==> config.mk <==
export PLATFORM = sky130hd
export DESIGN_NAME = qdacFrontEnd
export DESIGN_NICKNAME = d
export VERILOG_FILES = /design/src/rtl/qdacPkg.sv /design/src/rtl/qdacLink.sv /design/src/rtl/qdacRegs.sv /design/src/rtl/qdacFrontEnd.sv
export SDC_FILE = /design/constraint.sdc
export NUM_CORES = 1
export LEC_CHECK = 0
export BUFFER_PORTS_ARGS = -buffer_cell sky130_fd_sc_hd__buf_2
export CORE_MARGIN = 2
export CORE_UTILIZATION = 23
export CTS_CLUSTER_SIZE = 28
export DETAILED_ROUTE_END_ITERATION = 16
export GPL_TIMING_DRIVEN = 0
export SYNTH_ARGS = -nofsm -noshare
export SYNTH_HDL_FRONTEND = slang
export SYNTH_SLANG_ARGS = --single-unit
==> constraint.sdc <==
create_clock -name clk -period 1.8 [get_ports clk]
set_input_delay 0.09 -clock clk [delete_from_list [all_inputs] [get_ports clk]]
set_output_delay 0.09 -clock clk [all_outputs]
set_load 0.01 [all_outputs]
==> src/rtl/qdacPkg.sv <==
package qdacPkg;
  parameter int unsigned CH_COUNT   = 4;
  parameter int unsigned CODE_BITS  = 16;
  parameter int unsigned FRAME_BITS = 32;
  parameter int unsigned HEAD_PAD   = 4;
  parameter int unsigned TAIL_PAD   = 4;
  parameter int unsigned NIB        = 4;

  // bits that carry command, address and code
  localparam int unsigned KEEP_BITS = FRAME_BITS - HEAD_PAD - TAIL_PAD;

  localparam logic [NIB-1:0] CMD_WR_IN      = 4'h0;
  localparam logic [NIB-1:0] CMD_APPLY      = 4'h1;
  localparam logic [NIB-1:0] CMD_WR_UPD_ALL = 4'h2;
  localparam logic [NIB-1:0] CMD_WR_UPD_ONE = 4'h3;
  localparam logic [NIB-1:0] CMD_POWER      = 4'h4;
  localparam logic [NIB-1:0] CMD_CLR_CODE   = 4'h5;
  localparam logic [NIB-1:0] CMD_MASK       = 4'h6;
  localparam logic [NIB-1:0] CMD_RESET      = 4'h7;
  localparam logic [NIB-1:0] ADDR_ALL       = '1;

  // strobes from control to datapath; all zero when nothing happens
  typedef struct packed {
    logic [CH_COUNT-1:0]  wrInput;
    logic [CH_COUNT-1:0]  updDac;
    logic                 pdLoad;
    logic                 clrLoad;
    logic                 maskLoad;
    logic                 softReset;
    logic                 hwUpdate;
    logic                 hwClear;
    logic [CODE_BITS-1:0] data;
  } strobeT;
endpackage

==> src/rtl/qdacLink.sv <==
module qdacLink
  import qdacPkg::*;
#(
  parameter int unsigned SYNC_STAGES = 2
) (
  input  logic   clk,
  input  logic   rstN,
  input  logic   frameSyncN,
  input  logic   serialClk,
  input  logic   serialDin,
  input  logic   updateN,
  input  logic   clearN,
  output strobeT strb
);
  localparam int unsigned LINES = 5;
  localparam int unsigned CNT_W = $clog2(FRAME_BITS + 1);
  localparam logic [CNT_W-1:0] CNT_FULL = CNT_W'(FRAME_BITS);
  localparam logic [CNT_W-1:0] CNT_LAST = CNT_W'(FRAME_BITS - 1);
  localparam logic [CNT_W-1:0] CAP_LO   = CNT_W'(HEAD_PAD);
  localparam logic [CNT_W-1:0] CAP_HI   = CNT_W'(FRAME_BITS - TAIL_PAD);

  logic [LINES-1:0] rawIn;
  logic [LINES-1:0] syncOut;

  assign rawIn = {frameSyncN, serialClk, serialDin, updateN, clearN};

  for (genvar g = 0; g < LINES; g++) begin : g_sync
    logic [SYNC_STAGES-1:0] pipeQ;
    always_ff @(posedge clk or negedge rstN) begin
      if (!rstN) pipeQ <= '1;
      else       pipeQ <= {pipeQ[SYNC_STAGES-2:0], rawIn[g]};
    end
    assign syncOut[g] = pipeQ[SYNC_STAGES-1];
  end

  logic fsS, sclkS, dinS, updS, clrS;
  assign {fsS, sclkS, dinS, updS, clrS} = syncOut;

  logic                 sclkPrev;
  logic                 fallEdge;
  logic [CNT_W-1:0]     bitCnt;
  logic [KEEP_BITS-1:0] capReg;
  logic                 frameValid;

  assign fallEdge = sclkPrev & ~sclkS;

  always_ff @(posedge clk or negedge rstN) begin
    if (!rstN) begin
      sclkPrev   <= 1'b1;
      bitCnt     <= '0;
      capReg     <= '0;
      frameValid <= 1'b0;
    end else begin
      sclkPrev   <= sclkS;
      frameValid <= 1'b0;
      if (fsS) begin
        bitCnt <= '0;
      end else if (fallEdge && bitCnt < CNT_FULL) begin
        bitCnt <= bitCnt + 1'b1;
        if (bitCnt >= CAP_LO && bitCnt < CAP_HI)
          capReg <= {capReg[KEEP_BITS-2:0], dinS};
        if (bitCnt == CNT_LAST)
          frameValid <= 1'b1;
      end
    end
  end

  logic [NIB-1:0]       cmdNib;
  logic [NIB-1:0]       addrNib;
  logic [CH_COUNT-1:0]  chanSel;
  logic                 addrOk;

  assign cmdNib  = capReg[KEEP_BITS-1 -: NIB];
  assign addrNib = capReg[KEEP_BITS-NIB-1 -: NIB];

  always_comb begin
    for (int i = 0; i < CH_COUNT; i++)
      chanSel[i] = (addrNib == NIB'(i)) || (addrNib == ADDR_ALL);
  end
  assign addrOk = |chanSel;

  always_comb begin
    strb          = '0;
    strb.hwUpdate = ~updS;
    strb.hwClear  = ~clrS;
    if (frameValid) begin
      strb.data = capReg[CODE_BITS-1:0];
      case (cmdNib)
        CMD_WR_IN:      strb.wrInput = chanSel;
        CMD_APPLY:      strb.updDac  = chanSel;
        CMD_WR_UPD_ALL: begin
          strb.wrInput = chanSel;
          strb.updDac  = addrOk ? '1 : '0;
        end
        CMD_WR_UPD_ONE: begin
          strb.wrInput = chanSel;
          strb.updDac  = chanSel;
        end
        CMD_POWER:      strb.pdLoad    = 1'b1;
        CMD_CLR_CODE:   strb.clrLoad   = 1'b1;
        CMD_MASK:       strb.maskLoad  = 1'b1;
        CMD_RESET:      strb.softReset = 1'b1;
        default:        strb.data      = '0;
      endcase
    end
  end
endmodule

==> src/rtl/qdacRegs.sv <==
module qdacRegs
  import qdacPkg::*;
(
  input  logic                          clk,
  input  logic                          rstN,
  input  strobeT                        strb,
  output logic [CH_COUNT*CODE_BITS-1:0] dacCodes,
  output logic [CH_COUNT-1:0]           powerDown,
  output logic [CODE_BITS-1:0]          clearCode
);
  logic [CODE_BITS-1:0] inReg  [CH_COUNT];
  logic [CODE_BITS-1:0] dacReg [CH_COUNT];
  logic [CH_COUNT-1:0]  pdReg;
  logic [CH_COUNT-1:0]  maskReg;
  logic [1:0]           clrSel;

  always_comb begin
    case (clrSel)
      2'b01:   clearCode = {1'b1, {(CODE_BITS-1){1'b0}}};
      2'b10:   clearCode = '1;
      default: clearCode = '0;
    endcase
  end

  always_ff @(posedge clk or negedge rstN) begin
    if (!rstN) begin
      pdReg   <= '0;
      maskReg <= '0;
      clrSel  <= '0;
    end else if (strb.softReset) begin
      pdReg   <= '0;
      maskReg <= '0;
      clrSel  <= '0;
    end else begin
      if (strb.clrLoad && strb.data[1:0] != 2'b11)
        clrSel <= strb.data[1:0];
      if (strb.maskLoad)
        maskReg <= strb.data[CH_COUNT-1:0];
      if (strb.pdLoad) begin
        for (int i = 0; i < CH_COUNT; i++)
          if (strb.data[i]) pdReg[i] <= strb.data[CH_COUNT];
      end
    end
  end

  for (genvar c = 0; c < CH_COUNT; c++) begin : g_chan
    logic applyNow;
    assign applyNow = strb.updDac[c]
                    | (strb.wrInput[c] & maskReg[c])
                    | (strb.hwUpdate & ~maskReg[c]);

    always_ff @(posedge clk or negedge rstN) begin
      if (!rstN) begin
        inReg[c]  <= '0;
        dacReg[c] <= '0;
      end else if (strb.softReset) begin
        inReg[c]  <= '0;
        dacReg[c] <= '0;
      end else begin
        if (strb.wrInput[c])
          inReg[c] <= strb.data;
        if (strb.hwClear)
          dacReg[c] <= clearCode;
        else if (applyNow)
          dacReg[c] <= strb.wrInput[c] ? strb.data : inReg[c];
      end
    end

    assign dacCodes[c*CODE_BITS +: CODE_BITS] = dacReg[c];
  end

  assign powerDown = pdReg;
endmodule

==> src/rtl/qdacFrontEnd.sv <==
module qdacFrontEnd
  import qdacPkg::*;
(
  input  logic                          clk,
  input  logic                          rstN,
  input  logic                          frameSyncN,
  input  logic                          serialClk,
  input  logic                          serialDin,
  input  logic                          updateN,
  input  logic                          clearN,
  output logic [CH_COUNT*CODE_BITS-1:0] dacCodes,
  output logic [CH_COUNT-1:0]           powerDown
);
  strobeT               strb;
  logic [CODE_BITS-1:0] clearCode;

  qdacLink #(.SYNC_STAGES(2)) u_link (
    .clk        (clk),
    .rstN       (rstN),
    .frameSyncN (frameSyncN),
    .serialClk  (serialClk),
    .serialDin  (serialDin),
    .updateN    (updateN),
    .clearN     (clearN),
    .strb       (strb)
  );

  qdacRegs u_regs (
    .clk       (clk),
    .rstN      (rstN),
    .strb      (strb),
    .dacCodes  (dacCodes),
    .powerDown (powerDown),
    .clearCode (clearCode)
  );
endmodule

After elaboration in Yosys (flattened, before gate mapping). Cells that the tools add are included.

Shift-type cells: 0. Mux-type cells: 46. Reduce and logical (&&, ||, !) cells: 26. Add/subtract/negate cells: 1. Multipliers: 0. Div/mod/pow operators: 0. Equal/unequal tests: 19. $lt $le $gt $ge: 3. Bitwise gates (word level): 24.

Operators with widths (count): $mux W16 (22); $pmux W16 S2 (1); $mux W4 (6); $eq A4 B2 Y1 const B (4); $eq A4 B3 Y1 const B (4); $reduce_bool A2 Y1 (8); $mux W12 (1); $mux W6 (2); $ne A3 B2 Y1 const B (4); $mux W1 (11); $and A1 B1 Y1 (9); $eq A4 B1 Y1 const B (2); $logic_not A4 Y1 (2); $or A1 B1 Y1 (8); $pmux W4 S2 (1); $reduce_and A2 Y1 (4); $reduce_or A8 Y1 (1); $not A1 Y1 (7); $add A6 B1 Y6 const B (1); $eq A6 B5 Y1 const B (1); $ge A6 B3 Y1 const B (1); $lt A6 B5 Y1 const B (1); $lt A6 B6 Y1 const B (1); $eq A4 B4 Y1 const B (1); other kinds (10) (16).

Output and inout bits: 68. Memory bits (read-only): 0. Input port bits: 7. Bits in registers: 180. RAM bits: 0. Bits in latches: 0. Memories kept: 0. Word-level logic and storage cells: 142.

Logic depth before layout (Yosys ltp). Gate-level depths: netlist of run 1.

Depth in word-level cells: 12. Mapped depth: 9. Depth with buffers taken out: 6.

By module. From an unflattened synthesis of run 1, not the netlist that was laid out.

Cells, all modules: 743. Area total of the unflattened synthesis: 8563.2 um2.

Modules (own cells, without submodules): qdacRegs (times used 1, cells each 496, area each 6264.8 um2, sequential area each 3453.3 um2); qdacLink (times used 1, cells each 247, area each 2298.5 um2, sequential area each 1064.8 um2).

Worst setup path before layout of run 1. No wires, ideal clock.

Path type: reg2reg. Start: register u_link.capReg[18]. End: register u_regs.dacReg, in the netlist u_regs.dacCodes[54]. Arrival: 1.823 ns. Stages on the path, launching flop included: 10. Path buffers: 4. Library setup time: 0.079 ns. Data required time: 1.721 ns. Slack: -0.102 ns. Clock period less this slack: 1.902 ns. Cells stage by stage: dfrtp_1 -> buf_2 -> and4_1 -> buf_4 -> o211ai_2 -> and2b_4 -> o221a_1 -> buf_4 -> buf_6 -> mux2i_1.

Longest elaborated chain between the ends: 9. Elaborated cells on any way between the ends: 22. Classes of those cells: eq/ne (5); mux (8); bitwise (3); reduce/logical (6).

RTL lines: start, declared (RTL line qdacLink.sv:42) `logic [KEEP_BITS-1:0] capReg;`; start signal, assigned (RTL line qdacLink.sv:61) `capReg <= {capReg[KEEP_BITS-2:0], dinS};`; $eq A4 B4 Y1, or another cell as far along (RTL line qdacLink.sv:78) `chanSel[i] = (addrNib == NIB'(i)) || (addrNib == ADDR_ALL);`; $logic_or A1 B1 Y1 (RTL line qdacLink.sv:78); $reduce_or A4 Y1 (RTL line qdacLink.sv:80) `assign addrOk = |chanSel;`; $mux W4 (RTL line qdacLink.sv:93) `strb.updDac = addrOk ? '1 : '0;`; $pmux W4 S2 (RTL line qdacLink.sv:88) `case (cmdNib)`; $mux W12 (*) (RTL line qdacLink.sv:86) `if (frameValid) begin`; $or A1 B1 Y1 (RTL line qdacRegs.sv:49) `| (strb.wrInput[c] & maskReg[c])`; $or A1 B1 Y1 (RTL line qdacRegs.sv:50) `| (strb.hwUpdate & ~maskReg[c]);`; $ne A3 B2 Y1 (no source line); end signal, assigned by index (RTL line qdacRegs.sv:63) `dacReg[c] <= clearCode;`; end signal, assigned by index (RTL line qdacRegs.sv:65) `dacReg[c] <= strb.wrInput[c] ? strb.data : inReg[c];`; end, declared (RTL line qdacRegs.sv:12) `logic [CODE_BITS-1:0] dacReg [CH_COUNT];`.

Every way passes the cells marked *; elsewhere a longest branch is shown, timed or not. The select of a mux whose other input is x is not followed. A chain may end at the register's enable or synchronous reset.

Final worst setup path of run 1.
Start: register u_link.capReg[18]. End: register u_regs.dacReg, in the netlist u_regs.dacCodes[61].

The elaborated chain is that of the path after synthesis.

==> results.ini, run 1 <==
[outcome]
run_status=complete, but fails checks
violations=setup timing

[cells_and_area]
fin_area_mm2=0.01141
syn2layout_area_growth_pct=41.18
n_antenna_cell=0
fin_util=0.3303
layout-drive-gt1-share=0.4265
fin_nets=942

[timing]
post-route-period-util=1.128
slew_headroom=0.3874
fmax_mhz=492.7
rsz0062_at_grt=yes
layout_min_cycle_time_ps=2030
clock_skew_ps=20.44
tightest_slew_ps=918.9
setup_violations=105
setup_ws_ps=-229.5
hold_ws_ps=177.8
drv_slew=0
hold_violations=0

[worst_setup_path]
cp.required_ps=2170
cp-start-kind=register
path_common_cell=buf_6
worstPathCellList=buf_6, and4_1, buf_6, o211ai_4, and2b_4, o221a_4, buf_12, mux2i_2
endpoint_kind=register
cp_slowest_cell=dfrtp_1
crit_buf_inv=3
cp.arrival_ps=2400
critPathKind=reg2reg
cpPeakStageDelay_ps=380
crit_family=compound AO/OA/AOI/OAI gates
crit_path_max_fanout=7

[power]
p_comb_frac=0.084
p_sw_w=0.002440
worst_ir_drop_vdd_mv=0.6677
p_leak_nw=4.991
fin_total_pwr_w=0.008815
power.share.clock=0.434
power_per_cell_area_mw_per_mm2=772.5
swShare=0.2767
power.internal_w=0.006375
pwr-share-seq=0.482

[floorplanning]
start_util=0.2340
die_y_um=191.5
fp.dieArea_mm2=0.03666
rows=68
io-pin-count=75
die_width_um=191.5
coreArea_mm2=0.03454

[yosys]
synth_seq_cells=180
yosysWarnings=0
yosysSeqAreaShare=0.5590
yosysUniqueCellTypes=50
synth-edff-count=0
synth_most_common_cell=dfrtp_1
synthArstFlopShare=1.000
synth_commonest_cells=dfrtp_1, nand2_1, a21oi_1
ys_top_cells_by_area=dfrtp_1, o221ai_1, mux2i_1, nand2_1, a21oi_1
avgSynthCellArea_um2=10.47
synth-main-ff-cell=dfrtp_1
synthCells=772
synth_nets=782
synth_top_area_share=0.5232
syn_area_mm2=0.008083
synth_top_cell_by_area=dfrtp_1

[detailed_routing]
vias=6671
drc_errors=0
firstDrtPassIters=5
drt-total-wl_um=25050
via_per_inst=4.765
ant_nets=0
wl_per_cell_um=17.89
drt_iter0_drc=647

[global_route]
grt_util_all_layers=0.1338
grt_remaining_overflow=0
grt_pass1_vias=6494
grt_first_pass_wirelength_um=37700
grt_max_degree=114
antenna_found_initial=0

[run]
cap_violations=0

[cts]
cts_buffers=17
htree_levels=4
clk_pin_slew_worst_paths_ps=80
clk_latency_ps=460
cts_buffer_depth=2
clock-sinks=180
cts_tree=yes
ctsRootBufferMaster=clkbuf_16

[placement]
io_buffers=74
place_area_mm2=0.009096
place.gp.congestion=0.7984
place_hpwl_um=15440

[min_path]
hold_path.class=in2async

==> placed cells by master, fill, tap and decap left out, drive strengths merged, types with 2 or more instances in the layout <==
cell type / instances
clkinvlp: 2
o221ai: 65
nand2: 110
a21oi: 69
o211ai: 6
dfstp: 11
nand3: 52
ha: 3
nor3: 2
nor2b: 2
buf: 167
nor2: 24
dfrtp: 169
nor3b: 2
nor4b: 3
mux2: 23
mux2i: 48
dlygate4sd3: 6
a22o: 4
xnor2: 2
and2: 5
inv: 60
xor2: 3
o21ai: 30
nand4: 4
o221a: 2
nand4b: 2
clkinv: 6
clkbuf: 50
nand2b: 5
==> layout make-up <==
type,instances,area [um^2]
fill,3521,23130
inverter,53,198.9
tap,455,569.3
buffer,61,476.7
clock buffer,17,425.4
sequential,180,4523
timing repair buffer,145,1111
clock inverter,15,181.4
multi-input combinational,474,3925
==> per-layer routing <==
layer	track usage	part of all wire	vias up
met1	0.1766	0.42	3383
met3	0.03213	0.064	20
met5	0	0	-
li1	-	-	3053
met4	0.03343	0.011	0
met2	0.2199	0.50	215
==> metrics by stage <==
stage | worst slack [ps] | setup TNS, ps | instances
2_1_floorplan | -37.35 | -1194 | 772
3_3_place_gp | -2378 | -469590 | 1301
3_5_place_dp | -569.9 | -62080 | 1302
4_1_cts | -174.6 | -7964 | 1380
5_1_grt | -283.4 | -20240 | 1400
6_report | -229.5 | -12420 | 1400
==> flip-flops by register name, summed over array words and instances (netlist names) <==
name / flops
u_link.g_sync.pipeQ: 10
u_link.frameValid: 1
u_link.capReg: 24
u_regs.clrSel: 2
u_regs.maskReg: 4
u_regs.inReg: 64
u_link.sclkPrev: 1
u_regs.powerDown: 4
u_regs.dacCodes: 64
u_link.bitCnt: 6
==> path summary, 6_finish.rpt <==
kind / from / endpoint / slack, ps / depth (start not counted)
setup / recovery: u_link.capReg[18]$_DFFE_PN0P_ / u_regs.dacCodes[61]$_DFFE_PN0P_ / -230 / 8
hold / removal: rstN / u_link.bitCnt[5]$_DFFE_PN0P_ / 180 / 2
setup reg to reg: u_link.capReg[18]$_DFFE_PN0P_ / u_regs.dacCodes[61]$_DFFE_PN0P_ / -230 / 8
hold reg to reg: u_link.g_sync[4].pipeQ[0]$_DFF_PN1_ / u_link.g_sync[4].pipeQ[1]$_DFF_PN1_ / 360 / 0
max in group asynchronous: rstN / u_link.capReg[17]$_DFFE_PN0P_ / 530 / 3
min in group clk: serialDin / u_link.g_sync[2].pipeQ[0]$_DFF_PN1_ / 280 / 2
==> timing repair <==
action	in CTS	in global routing
pin swaps	21	47
cloned	7	4
buffers inserted	38	18
hold endpoints to repair	72	0
endpoints found under the setup margin	156	135
gates resized for setup	156	143
hold buffers	6	0
==> power by group through the flow <==
stage               logic (W)  clock network [W]  registers (W)
CTS                  0.000727            0.00392        0.00425
floorplan            0.000251                  0        0.00437
global route         0.000816            0.00409        0.00427
detailed placement   0.000629                  0        0.00432
global placement     0.000612                  0        0.00432
finish               0.000740            0.00383        0.00425
==> cells by family after synthesis <==
family	after synthesis	synth area share
AOI/OAI and AO/OA	177	0.1500
xor gates and xnor gates	5	0.005419
adders and majority gates	3	0.004644
buffers and inverters	118	0.06130
DFF	180	0.5590
muxes	71	0.09149
and+or+nand+nor	218	0.1282
Note: power is estimated with default switching activity, not from simulation.
==> inputs of run 2 (changes only) <==
ABC_AREA = 1   (was default)
PLACE_DENSITY_LB_ADDON = 0.15   (was default)
==> run 2 against run 1 <==
Largest cell class unchanged; via count grew 4.4%; the flow now finishes without violations; synthesized cell count grew 19%; area after synthesis grew 0.33%; critical path type unchanged; die area grew 0.31%; sequential share of layout area grew 1.7 points; clock skew shrank 6.1 ps; clock-buffer cell count grew 2; non-clock buffer count shrank 4; wire length grew 4.7%.
==> results.ini, run 2 <==
[cells_and_area]
fin_nets=1097
mostFrequentLayoutCells=nand3_1, nand2_1, dfrtp_1
fin_area_mm2=0.01094
fin_util=0.3160
layout.cells.non_filler=1555
syn2layout_area_growth_pct=34.95
multi_input_area_mm2=0.003578
layout-drive-gt1-share=0.3103
seq_area_mm2=0.004521
fillCellCount=3645
final_common_cell=nand3_1

[cts]
cts_tree=yes
clk_latency_ps=450
htree_levels=4
clk_pin_slew_worst_paths_ps=70
clock-sinks=180
cts_buffers=17
ctsRootBufferMaster=clkbuf_16
cts_buffer_depth=2

[global_route]
grtUsageMet2=0.2376
grt_first_pass_wirelength_um=40430
use_met1=0.1997
antenna_found_initial=0
busiest_layer=met2
grt_pass1_vias=6827
grtUsageMet3=0.02448
grt_remaining_overflow=0
grt_max_degree=110
grt_util_all_layers=0.1456

[detailed_routing]
firstDrtPassIters=5
vias=6962
via_per_inst=4.477
drc_errors=0
drt-total-wl_um=26240
wl_per_cell_um=16.87
drt_iter0_drc=445
ant_nets=0

[yosys]
synth-main-ff-cell=dfrtp_1
synth_top_cell_by_area=dfrtp_1
yosysSeqAreaShare=0.5572
synth_most_common_cell=nand3_1
synth_nets=929
synthCells=919
synth_seq_cells=180
ys_top_cells_by_area=dfrtp_1, nand3_1, nand2_1, a21oi_1, dfstp_2
yosysUniqueCellTypes=32
syn_area_mm2=0.008109
synthArstFlopShare=1.000
synth_commonest_cells=nand3_1, nand2_1, dfrtp_1
yosysWarnings=0
synth_top_area_share=0.5215
avgSynthCellArea_um2=8.824
synth-edff-count=0

[floorplanning]
io-pin-count=75
die_width_um=191.8
rows=68
start_util=0.2342
die_y_um=191.8
fp.dieArea_mm2=0.03677
coreArea_mm2=0.03463

[power]
power_per_cell_area_mw_per_mm2=789.8
p_leak_nw=5.146
fin_total_pwr_w=0.008643
worst_ir_drop_vdd_mv=0.6657

[worst_setup_path]
critPathKind=reg2reg
cp.arrival_ps=2090
endpoint_kind=register
reg2reg_slack_ps=40
cp-start-kind=register
rr_worst_depth=12
r2r-start=u_link.capReg[21]$_DFFE_PN0P_
crit_path_max_fanout=8
cp.required_ps=2130
reg2reg_to=u_regs.dacCodes[29]$_DFFE_PN0P_

[timing]
tightest_slew_ps=625.6
hold_violations=0
clock_skew_ps=14.30
post-route-period-util=0.9791
slew_headroom=0.5830
hold_ws_ps=201.8
fmax_mhz=567.4
layout_min_cycle_time_ps=1762
rsz0062_at_grt=yes
drv_slew=0
setup_violations=0

[placement]
place.gp.congestion=0.7842
io_buffers=74
dpl.cell_count=1449
place_hpwl_um=17280
place_area_mm2=0.009086

[min_path]
hold_path.class=in2async

[outcome]
run_status=complete, no violations

[run]
cap_violations=0

-- run 2: cell types whose count changed in the layout (fill, tap and decap cells not counted), sizes merged, moves of 14 or more --
| cell | previous run | this run |
|---|---|---|
| nor2 | 24 | 38 |
| mux2i | 48 | 0 |
| o221ai | 65 | 0 |
| nand3 | 52 | 252 |
| nand2 | 110 | 224 |
| buf | 167 | 182 |
| mux2 | 23 | 0 |
| clkbuf | 50 | 33 |
-- run 2: how the worst max path moves through the flow --
stage / startpoint / end / slack (ps) / depth (start not counted)
after floorplan: u_link.g_sync[0].pipeQ[1]$_DFF_PN1_ / u_regs.dacCodes[63]$_DFFE_PN0P_ / 200 / 6
after global placement: rstN / u_regs.dacCodes[60]$_DFFE_PN0P_ / -2750 / 1
after detailed placement: u_link.g_sync[0].pipeQ[1]$_DFF_PN1_ / u_regs.dacCodes[31]$_DFFE_PN0P_ / -720 / 6
after CTS: u_link.capReg[16]$_DFFE_PN0P_ / u_regs.dacCodes[6]$_DFFE_PN0P_ / -20 / 11
after global routing: u_link.frameValid$_DFF_PN0_ / u_regs.powerDown[2]$_DFFE_PN0P_ / -60 / 9
final: u_link.capReg[21]$_DFFE_PN0P_ / u_regs.dacCodes[29]$_DFFE_PN0P_ / 40 / 12
-- run 2: power by group --
group          switching, W  total [W]  internal, W
logic              0.000416   0.000667     0.000251
registers         0.0000684    0.00424      0.00417
clock network       0.00177    0.00374      0.00197
total               0.00226    0.00864      0.00639
-- run 2: routing by layer --
metal	vias to the layer above	wire [um]
met5	-	0
met4	0	245
met3	13	748
met2	105	12750
met1	3408	12490
li1	3436	-
-- run 2: final cells by class --
class                   instances  area share
diodes                          1   0.0002287
inverters                      45     0.01669
flip-flops and latches        180      0.4131
clock buffers                  19     0.04048
clock inverters                12     0.01132
well taps                     455     0.05202
repair buffers                152      0.1051
plain buffers                  50     0.03350
multi-input cells             640      0.3270
repair inverters                1   0.0005717
-- run 2: cell families (layout without fill, tap and decap cells) --
kind of cell,Yosys count,count (layout),synth area share
fa+ha+maj,3,3,0.004629
other cells,0,1,0
simple gates,524,524,0.3089
compound gates,113,113,0.07237
flops,180,180,0.5572
buf+inv,99,279,0.05694
-- run 2: timing repair --
action                                  in CTS  in global routing
hold buffers                                 6                  0
setup buffers                                9                 62
gates cloned                                 0                  2
hold endpoints to repair                    65                  0
pin swaps                                    6                 42
gates resized for setup                     46                 99
endpoints found under the setup margin     128                133
-- run 2: metrics by stage --
step	TNS, ps	setup slack, ps
after global routing	-620.7	-59.32
final	0	37.69
after detailed placement	-34850	-719.0
after floorplan	0	198.5
after global placement	-512610	-2747
after CTS	-75.88	-17.81
-- run 2: critical path: stages (launching register included) --
cell	delay, ps
dfrtp_1	410
inv_2	130
nand2_4	80
inv_4	80
nor2_8	50
buf_12	130
nand2_8	90
nor2_4	40
nor2_4	200
nand2_4	140
buf_8	160
nand3_1	70
nand2_1	50
==> inputs of run 3 (changes only) <==
--- a/config.mk
+++ b/config.mk
@@ -7,3 +7,2 @@
 export LEC_CHECK = 0
-export ABC_AREA = 1
 export BUFFER_PORTS_ARGS = -buffer_cell sky130_fd_sc_hd__buf_2
==> constraint.sdc (replaced) <==
create_clock -name clk -period 1.8 [get_ports clk]
set_input_delay 0.36 -clock clk [delete_from_list [all_inputs] [get_ports clk]]
set_output_delay 0.36 -clock clk [all_outputs]
set_load 0.01 [all_outputs]
==> run 3 against run 2 <==
The run now ends with setup timing left; maximum frequency decreased by 12%; final area increased by 7.1%; clock power increased by 3%; clock skew decreased by 0.99 ps; wire length increased by 0.42%; hold slack got worse by 180 ps; non-clock buffer count increased by 8; die area decreased by 0.31%; cell count decreased by 9.7%.
==> results.ini, run 3 (synthesis gave the netlist of run 1 again) <==
[outcome]
run_status=complete, but fails checks
violations=setup timing

[power]
p_comb_frac=0.091
power.internal_w=0.006613
swShare=0.2581
power_per_cell_area_mw_per_mm2=760.7
p_leak_nw=5.167
power.share.clock=0.431
p_sw_w=0.002301
fin_total_pwr_w=0.008913
pwr-share-seq=0.478
worst_ir_drop_vdd_mv=0.6685

[cts]
ctsRootBufferMaster=clkbuf_16
clk_pin_slew_worst_paths_ps=70
clock-sinks=180
cts_buffers=17
cts_tree=yes
clk_latency_ps=450
cts_buffer_depth=2
htree_levels=4

[cells_and_area]
fin_util=0.3392
layout-drive-gt1-share=0.4173
final_common_cell=dfrtp_1
syn2layout_area_growth_pct=44.97
fin_nets=946
n_antenna_cell=0
mostFrequentLayoutCells=dfrtp_1, nand2_1, buf_2

[detailed_routing]
drc_errors=0
wl_per_cell_um=18.77
drt_iter0_drc=420
drt-total-wl_um=26350
vias=6485
via_per_inst=4.619
firstDrtPassIters=5
ant_nets=0

[timing]
setup_ws_ps=-191.9
rsz0062_at_grt=yes
clock_skew_ps=13.31
tightest_slew_ps=893.4
post-route-period-util=1.107
fmax_mhz=502.0
drv_slew=0
layout_min_cycle_time_ps=1992
setup_violations=80
hold_violations=0
slew_headroom=0.4044

[floorplanning]
io-pin-count=75
die_y_um=191.5
die_width_um=191.5
fp.dieArea_mm2=0.03666
start_util=0.2340
rows=68
coreArea_mm2=0.03454

[placement]
place.gp.congestion=0.7497
place_hpwl_um=16570
io_buffers=74

[worst_setup_path]
reg2reg_slack_ps=-190
cp-start-kind=register
r2r-start=u_link.capReg[22]$_DFFE_PN0P_
reg2reg_to=u_regs.dacCodes[63]$_DFFE_PN0P_
cp.arrival_ps=2310
critPathKind=reg2reg
crit_path_max_fanout=8
cp.required_ps=2120
rr_worst_depth=7
endpoint_kind=register
cp-startpoint=u_link.capReg[22]$_DFFE_PN0P_

[global_route]
grt_pass1_vias=6554
grt_max_degree=108
antenna_found_initial=0
grt_first_pass_wirelength_um=40300
grt_remaining_overflow=0
grt_util_all_layers=0.1460

[min_path]
hold_depth=1
hp-start=serialClk
worstHoldEndpoint=u_link.g_sync[3].pipeQ[0]$_DFF_PN1_
hold_path.class=in2reg

[run]
cap_violations=0

==> run 3: worst max path at each step <==
stage	to	slack, ps	cells past startpoint
2_1_floorplan	u_regs.dacCodes[54]$_DFFE_PN0P_	-40	9
3_3_place_gp	u_regs.dacCodes[40]$_DFFE_PN0P_	-3030	1
3_5_place_dp	u_regs.dacCodes[21]$_DFFE_PN0P_	-740	8
4_1_cts	u_regs.dacCodes[27]$_DFFE_PN0P_	-180	7
5_1_grt	u_regs.dacCodes[27]$_DFFE_PN0P_	-270	7
6_report	u_regs.dacCodes[63]$_DFFE_PN0P_	-190	7
==> run 3: routing by layer <==
| layer | part of all wire | track usage |
|---|---|---|
| met1 | 0.48 | 0.2073 |
| met2 | 0.48 | 0.2287 |
| met3 | 0.036 | 0.02772 |
| met4 | 0.012 | 0.03462 |
| met5 | 0 | 0 |
==> run 3: repair_timing <==
item | CTS | global route
hold buffers | 5 | 0
cloned | 6 | 3
setup buffers | 46 | 18
hold endpoints to repair | 66 | 0
gates resized for setup | 179 | 132
setup endpoints to repair | 160 | 135
pin swaps | 20 | 30
==> run 3: layout make-up <==
class | instances | area, um^2
Multi-Input combinational cell | 474 | 4069
Clock inverter | 14 | 156.4
Fill cell | 3577 | 22830
Tap cell | 455 | 569.3
Sequential cell | 180 | 4524
Clock buffer | 18 | 429.2
Timing Repair Buffer | 153 | 1247
Buffer | 57 | 523.0
Inverter | 53 | 198.9
==> run 3: power by group through the flow <==
stage	sequential [W]	combinational [W]	clock, W
final	0.00426	0.000814	0.00384
after global routing	0.00427	0.000893	0.00412
after CTS	0.00425	0.000755	0.00396
after detailed placement	0.00432	0.000626	0
after global placement	0.00433	0.000614	0
after floorplan	0.00437	0.000251	0
==> run 3: critical path, cell delays in order, from the launching register on <==
cell and delay [ps]:
dfrtp_1 420, nor3b_2 300, buf_6 190, and3_4 250, nand3_4 170, clkbuf_16 230
o221ai_4 180, mux2i_1 100
==> run 3: metrics by stage <==
stage	cell area, um^2	hold slack (ps)	worst slack [ps]	TNS [ps]	instances
2_1_floorplan	8119	64.41	-37.35	-1194	772
6_report	11720	25.20	-191.9	-9472	1404
3_5_place_dp	9096	346.8	-743.2	-77540	1302
3_3_place_gp	9059	345.7	-3034	-605260	1301
4_1_cts	10900	8.555	-179.1	-7801	1386
5_1_grt	11720	7.556	-268.3	-16430	1404
